`src/rtl/irq_agg_pkg.sv`:
```
package irq_agg_pkg;
  localparam int unsigned ADDR_W = 8;
  localparam logic [ADDR_W-1:0] OFF_CLR  = 8'h10;
  localparam logic [ADDR_W-1:0] OFF_MASK = 8'h14;
  localparam logic [ADDR_W-1:0] OFF_STAT = 8'h1c;
endpackage

```
`src/rtl/irq_agg_sync.sv`:
```
module irq_agg_sync #(
  parameter int unsigned N_SRC  = 32,
  parameter int unsigned STAGES = 2
) (
  input  logic             clk_i,
  input  logic             rst_ni,
  input  logic [N_SRC-1:0] d_i,
  output logic [N_SRC-1:0] q_o
);
  logic [N_SRC-1:0] stage_q [STAGES];

  for (genvar s = 0; s < STAGES; s++) begin : g_stage
    always_ff @(posedge clk_i or negedge rst_ni) begin
      if (!rst_ni) stage_q[s] <= '0;
      else if (s == 0) stage_q[s] <= d_i;
      else stage_q[s] <= stage_q[(s == 0) ? 0 : s-1];
    end
  end

  assign q_o = stage_q[STAGES-1];
endmodule

```
`src/rtl/irq_agg_pending.sv`:
```
module irq_agg_pending #(
  parameter int unsigned N_SRC = 32
) (
  input  logic             clk_i,
  input  logic             rst_ni,
  input  logic [N_SRC-1:0] hit_i,
  input  logic [N_SRC-1:0] clr_i,
  output logic [N_SRC-1:0] pend_o
);
  for (genvar i = 0; i < N_SRC; i++) begin : g_bit
    always_ff @(posedge clk_i or negedge rst_ni) begin
      if (!rst_ni)       pend_o[i] <= 1'b0;
      else if (clr_i[i]) pend_o[i] <= 1'b0;   // clear dominates set
      else if (hit_i[i]) pend_o[i] <= 1'b1;
    end
  end
endmodule

```
`src/rtl/irq_agg_regs.sv`:
```
module irq_agg_regs
  import irq_agg_pkg::*;
#(
  parameter int unsigned N_SRC = 32
) (
  input  logic              clk_i,
  input  logic              rst_ni,
  input  logic              wr_i,
  input  logic              rd_i,
  input  logic [ADDR_W-1:0] addr_i,
  input  logic [N_SRC-1:0]  wdata_i,
  input  logic [N_SRC-1:0]  stat_i,
  output logic [N_SRC-1:0]  mask_o,
  output logic [N_SRC-1:0]  clr_o,
  output logic [N_SRC-1:0]  rdata_o
);
  logic [N_SRC-1:0] rd_mux;

  always_ff @(posedge clk_i or negedge rst_ni) begin
    if (!rst_ni) begin
      mask_o <= '1;
      clr_o  <= '0;
    end else if (wr_i) begin
      if (addr_i == OFF_MASK) mask_o <= wdata_i;
      if (addr_i == OFF_CLR)  clr_o  <= wdata_i;
    end
  end

  always_comb begin
    unique case (addr_i)
      OFF_CLR:  rd_mux = clr_o;
      OFF_MASK: rd_mux = mask_o;
      OFF_STAT: rd_mux = stat_i;
      default:  rd_mux = '0;
    endcase
  end

  always_ff @(posedge clk_i or negedge rst_ni) begin
    if (!rst_ni)   rdata_o <= '0;
    else if (rd_i) rdata_o <= rd_mux;
  end
endmodule

```
`src/rtl/irq_agg_top.sv`:
```
module irq_agg_top
  import irq_agg_pkg::*;
#(
  parameter int unsigned N_SRC = 32
) (
  input  logic              clk_i,
  input  logic              rst_ni,
  input  logic [N_SRC-1:0]  src_i,
  input  logic              wr_i,
  input  logic              rd_i,
  input  logic [ADDR_W-1:0] addr_i,
  input  logic [N_SRC-1:0]  wdata_i,
  output logic [N_SRC-1:0]  rdata_o,
  output logic              irq_o
);
  logic [N_SRC-1:0] sync_q, pend_q, mask_q, clr_q, stat;

  irq_agg_sync #(.N_SRC(N_SRC), .STAGES(2)) u_sync (
    .clk_i, .rst_ni, .d_i(src_i), .q_o(sync_q)
  );

  irq_agg_pending #(.N_SRC(N_SRC)) u_pend (
    .clk_i, .rst_ni, .hit_i(sync_q), .clr_i(clr_q), .pend_o(pend_q)
  );

  irq_agg_regs #(.N_SRC(N_SRC)) u_regs (
    .clk_i, .rst_ni, .wr_i, .rd_i, .addr_i, .wdata_i,
    .stat_i(stat), .mask_o(mask_q), .clr_o(clr_q), .rdata_o
  );

  assign stat = pend_q & ~mask_q;

  always_ff @(posedge clk_i or negedge rst_ni) begin
    if (!rst_ni) irq_o <= 1'b0;
    else         irq_o <= |stat;
  end
endmodule

```
`config.mk`:
```
export PLATFORM = sky130hd
export DESIGN_NAME = irq_agg_top
export DESIGN_NICKNAME = d
export VERILOG_FILES = /design/src/rtl/irq_agg_pkg.sv /design/src/rtl/irq_agg_sync.sv /design/src/rtl/irq_agg_pending.sv /design/src/rtl/irq_agg_regs.sv /design/src/rtl/irq_agg_top.sv
export SDC_FILE = /design/constraint.sdc
export NUM_CORES = 1
export LEC_CHECK = 0
export CORE_ASPECT_RATIO = 2
export CORE_MARGIN = 1
export CORE_UTILIZATION = 58
export DETAILED_ROUTE_END_ITERATION = 6
export PLACE_DENSITY_LB_ADDON = 0.15
export SYNTH_ARGS = -nofsm -noshare
export SYNTH_HDL_FRONTEND = slang
export SYNTH_SLANG_ARGS = --single-unit
```
`constraint.sdc`:
```
create_clock -name clk_i -period 2.6 [get_ports clk_i]
set_clock_uncertainty 0.05 [all_clocks]
set_input_delay 0.52 -clock clk_i [delete_from_list [all_inputs] [get_ports clk_i]]
set_output_delay 0.52 -clock clk_i [all_outputs]
set_load 0.05 [all_outputs]
```
-- Word level (Yosys, flattened, before mapping)
Cells that the tools add are included.
W data, S select, Z words.
- register bits after elaboration: 193
- output and inout port bits: 33
- logic and storage cells: 143
- equality and inequality tests: 3
- mux-type cells: 65
- bitwise gates (word level): 2
- reductions and logical operators: 35
- operator list (kind ; number):
    $pmux W32 S3 ; 1
    $mux W1 ; 64
    $reduce_bool A2 Y1 ; 32
    $and A32 B32 Y32 ; 1
    $not A32 Y32 ; 1
    $reduce_or A32 Y1 ; 1
    $eq A8 B5 Y1 const B ; 3
    $reduce_and A2 Y1 ; 2

-- Depth between registers and ports, before layout
- depth after elaboration: 3
- mapped depth: 7
- depth with buffers taken out: 4

-- By module
Synthesis repeated with hierarchy kept, for this count alone.
- cell total of the unflattened synthesis: 525
- area total of the unflattened synthesis: 7729.9 sq um
- modules (own cells, without submodules) (module ; instances ; cells each ; area an instance (sq um)):
    irq_agg_regs ; 1 ; 321 ; 4350.4
    irq_agg_sync ; 1 ; 96 ; 1841.8
    irq_agg_pending ; 1 ; 64 ; 1121.1
    irq_agg_top ; 1 ; 44 ; 416.6

-- Worst setup path before layout
Ideal clock, no wire load.
- path kind: input-to-reg
- from: in addr_i[5]
- to: reg u_regs.clr_o[0]
- arrival: 1.691 ns
- required time: 2.425 ns
- slack: 0.734 ns
- stages on the path: 5
- path through: nor4b_4 nand4_1 nor2_1 buf_4 mux2_2
- cells in the longest elaborated chain, start to end: 2
- RTL lines (element ; line ; text):
    start: declaration ; irq_agg_top.sv:11 ; input logic [ADDR_W-1:0] addr_i,
    $eq A8 B5 Y1 ; irq_agg_regs.sv:25 ; if (addr_i == OFF_CLR) clr_o <= wdata_i;
    $reduce_and A2 Y1 (no source line) ; - ;
    end signal: assignment ; irq_agg_regs.sv:25 ;
    end: declaration ; irq_agg_regs.sv:14 ; output logic [N_SRC-1:0] clr_o,
No other way between the ends.
A chain may end at the register's enable or synchronous reset.

-- Final worst setup path
- from: reg u_regs.rdata_o[27]
- to: out rdata_o[27]
- RTL lines (element ; line ; text):
    start: declaration ; irq_agg_regs.sv:15 ; output logic [N_SRC-1:0] rdata_o
    start signal: assignment ; irq_agg_regs.sv:40 ; else if (rd_i) rdata_o <= rd_mux;
    end: declaration ; irq_agg_top.sv:13 ; output logic [N_SRC-1:0] rdata_o,
No word-level cell between the ends.

==> impl_metrics.tcl <==
set metrics [dict create \
    dpl-instance-area_mm2 0.00852 \
    status "finished, final reports clean" \
    drt-initial-drc-count 255 \
    arrival_ns 1.65 \
    vdd_drop_max_uv 594 \
    final.fill_count 776 \
    synth_top_cells_by_count "dfrtp_1, nor2_1, mux2_2" \
    path_buf_inv 1 \
    viasPerCell 5.71 \
    critPathKind "reg -> out" \
    die_y_um 160 \
    drive_above_1_share_pct 23.8 \
    grt_pass1_wl_um 24600 \
    cts_tree "yes" \
    async_flop_share_pct 100 \
    multiInputGateArea_mm2 0.00221 \
    r2r_cells 4 \
    core_mm2 0.0122 \
    nets 689 \
    start_util_pct 59.4 \
    crit_slowest_cell "clkdlybuf4s50_1" \
    vias 4414 \
    path_cells "clkdlybuf4s50_1" \
    max-clock-path-buffers 2 \
    track_usage_pct 26.0 \
    synthCells 494 \
    clkPwrFrac_pct 40.8 \
    reg2reg_to "irq_o" \
    ant_nets 0 \
    max_stage_delay_ns 0.83 \
    seq_power_share_pct 51.4 \
    crit_fanout 2 \
    tightest_slew_ns 0.593 \
    netlist_area_mm2 0.00725 \
    cts_sinks 193 \
    crit_family "buffers and inverters" \
    die-area_mm2 0.0130 \
    grt_pass1_vias 4900 \
    pin_count 109 \
    die_w_um 81.0 \
    setup_viol 0 \
    intPower_uw 4780 \
    synth_most_common_cell "dfrtp_1" \
    p_comb_share_pct 7.8 \
    worstSetupStartpoint "u_regs.rdata_o[27]" \
    p_total_uw 6320 \
    synth_edf_count 0 \
    synthTopCellsByArea "dfrtp_1, dfstp_2, mux2_4" \
    ys_seq_area_share_pct 67.2 \
    avgSynthCellArea_um2 14.7 \
    fin_util_pct 74.8 \
    io_buffers 108 \
    ys_types 22 \
    synth_top_area_cell "dfrtp_1" \
    hp-class "in -> async" \
    clock_latency_ns 0.43 \
    max_freq_mhz 451 \
    end_kind "output pin" \
    yosys_warnings 0 \
    hold_buffers 0 \
    overflow 0 \
    regArea_mm2 0.00487 \
    ys_ff_latch 193 \
    post-route-drc-count 0 \
    rows 57 \
    cts_made_buffers 17 \
    htreeDepth 4 \
    cp.required_ns 2.03 \
    slew_violations 0 \
    cts_root_buf "clkbuf_16" \
    grt_max_degree 73 \
    fin_ws_ns 0.383 \
    startpoint_type "register" \
    leakagePower_uw 0.00414 \
    routed_wl_um 15200 \
    rsz0062_at_grt "false" \
    post-cts-setup-buffers 0 \
    place_hpwl_um 9880 \
    drtPass1Iterations 4 \
    post-place-ws_ns 0.0900 \
    p_sw_uw 1530 \
    path_clk_slew_ns 0.07 \
    syn_nets 570 \
    swShare_pct 24.3 \
    slew_headroom_pct 60.5 \
    maxCapViolations 0 \
    place_congestion 0.808 \
    wire_per_inst_um 19.7 \
    hold_violations 0 \
    fin_crit_sh_pct 85.3 \
    design_area_mm2 0.00912 \
    cts_resized 0 \
    period_minus_slack_ns 2.22 \
    area_delta_synth_final_pct 25.8 \
    yosysTopAreaCellShare_pct 55.6 \
    worstReg2RegStart "u_regs.mask_o[9]" \
    synth_ff_type "dfrtp_1" \
    r2r_setup_slack_ns 1.03 \
    p_per_area_mw_per_mm2 693 \
    antenna_found_initial 0 \
    tns_ns 0 \
    num_antenna_cells 0 \
]
==> sequential cells by signal, indices dropped and copies added, names as in the netlist <==
signal and cells:
u_regs.mask_o 32, u_regs.clr_o 32, u_sync.q_o 32, u_pend.pend_o 32, u_sync.stage_q 32, u_regs.rdata_o 32, irq_o 1
==> layer usage <==
layer / part of all wire [%] / global-route usage, % / vias to the layer above
met5: 0 / 0 / -
met4: 3.1 / 13.1 / 0
met3: 4.0 / 4.63 / 28
met2: 55 / 44.5 / 136
met1: 38 / 30.6 / 2266
li1: - / - / 1984
==> layout by cell type (no fill, tap or decap), types with 2 or more instances in the layout <==
cell type and n:
dfrtp_1 161, inv_8 2, nand2_1 2, nor2_1 65, inv_6 5, clkinv_2 2
o22ai_1 32, dfstp_2 32, mux2_2 34, nor4_1 2, nand4_1 9, clkinv_8 3
buf_12 4, mux2_4 30, buf_4 12, inv_1 3, a22o_1 32, mux2i_1 32
clkbuf_16 17, nand2b_1 32, clkdlybuf4s50_1 106
==> layout make-up <==
cell class / instances / area share (%)
clock buffers: 17 / 4.67
repair buffers: 124 / 13.7
well taps: 147 / 2.02
flip-flops and latches: 193 / 53.4
clock inverters: 15 / 1.88
inverters: 3 / 0.123
multi-input cells: 274 / 24.2
==> kinds of logic (layout without fill, tap and decap cells) <==
group / Yosys count / count (layout) / synth area share [%]
buffers and inverters: 27 / 159 / 2.45
flip-flops: 193 / 193 / 67.2
multiplexers: 96 / 96 / 15.9
AND/OR/NAND/NOR: 113 / 113 / 7.65
AO/OA/AOI/OAI: 65 / 65 / 6.79
==> power groups by stage <==
stage / sequential (µW) / clock [µW] / combinational (µW)
finish: 3250 / 2580 / 492
global route: 3260 / 2750 / 537
CTS: 3250 / 2630 / 498
detailed placement: 3300 / 0 / 493
global placement: 3290 / 0 / 477
floorplan: 3280 / 0 / 227
==> metrics by stage <==
step | std cells | hold slack (ns)
2_1_floorplan | 494 | 0.174
3_3_place_gp | 741 | 0.282
3_5_place_dp | 741 | 0.285
4_1_cts | 773 | 0.0616
5_1_grt | 773 | 0.0819
6_report | 773 | 0.0288
==> how the worst max path moves through the flow <==
| stage | endpoint | slack (ns) | cells after the start |
|---|---|---|---|
| final | rdata_o[27] | 0.38 | 1 |
| after global routing | rdata_o[27] | 0.34 | 1 |
| after CTS | rdata_o[27] | 0.36 | 1 |
| after detailed placement | u_regs.mask_o[8] | 0.09 | 6 |
| after global placement | u_regs.mask_o[9] | 0.12 | 6 |
| after floorplan | u_regs.clr_o[0] | 0.73 | 5 |
No activity file was read; power rests on OpenSTA's default activity.
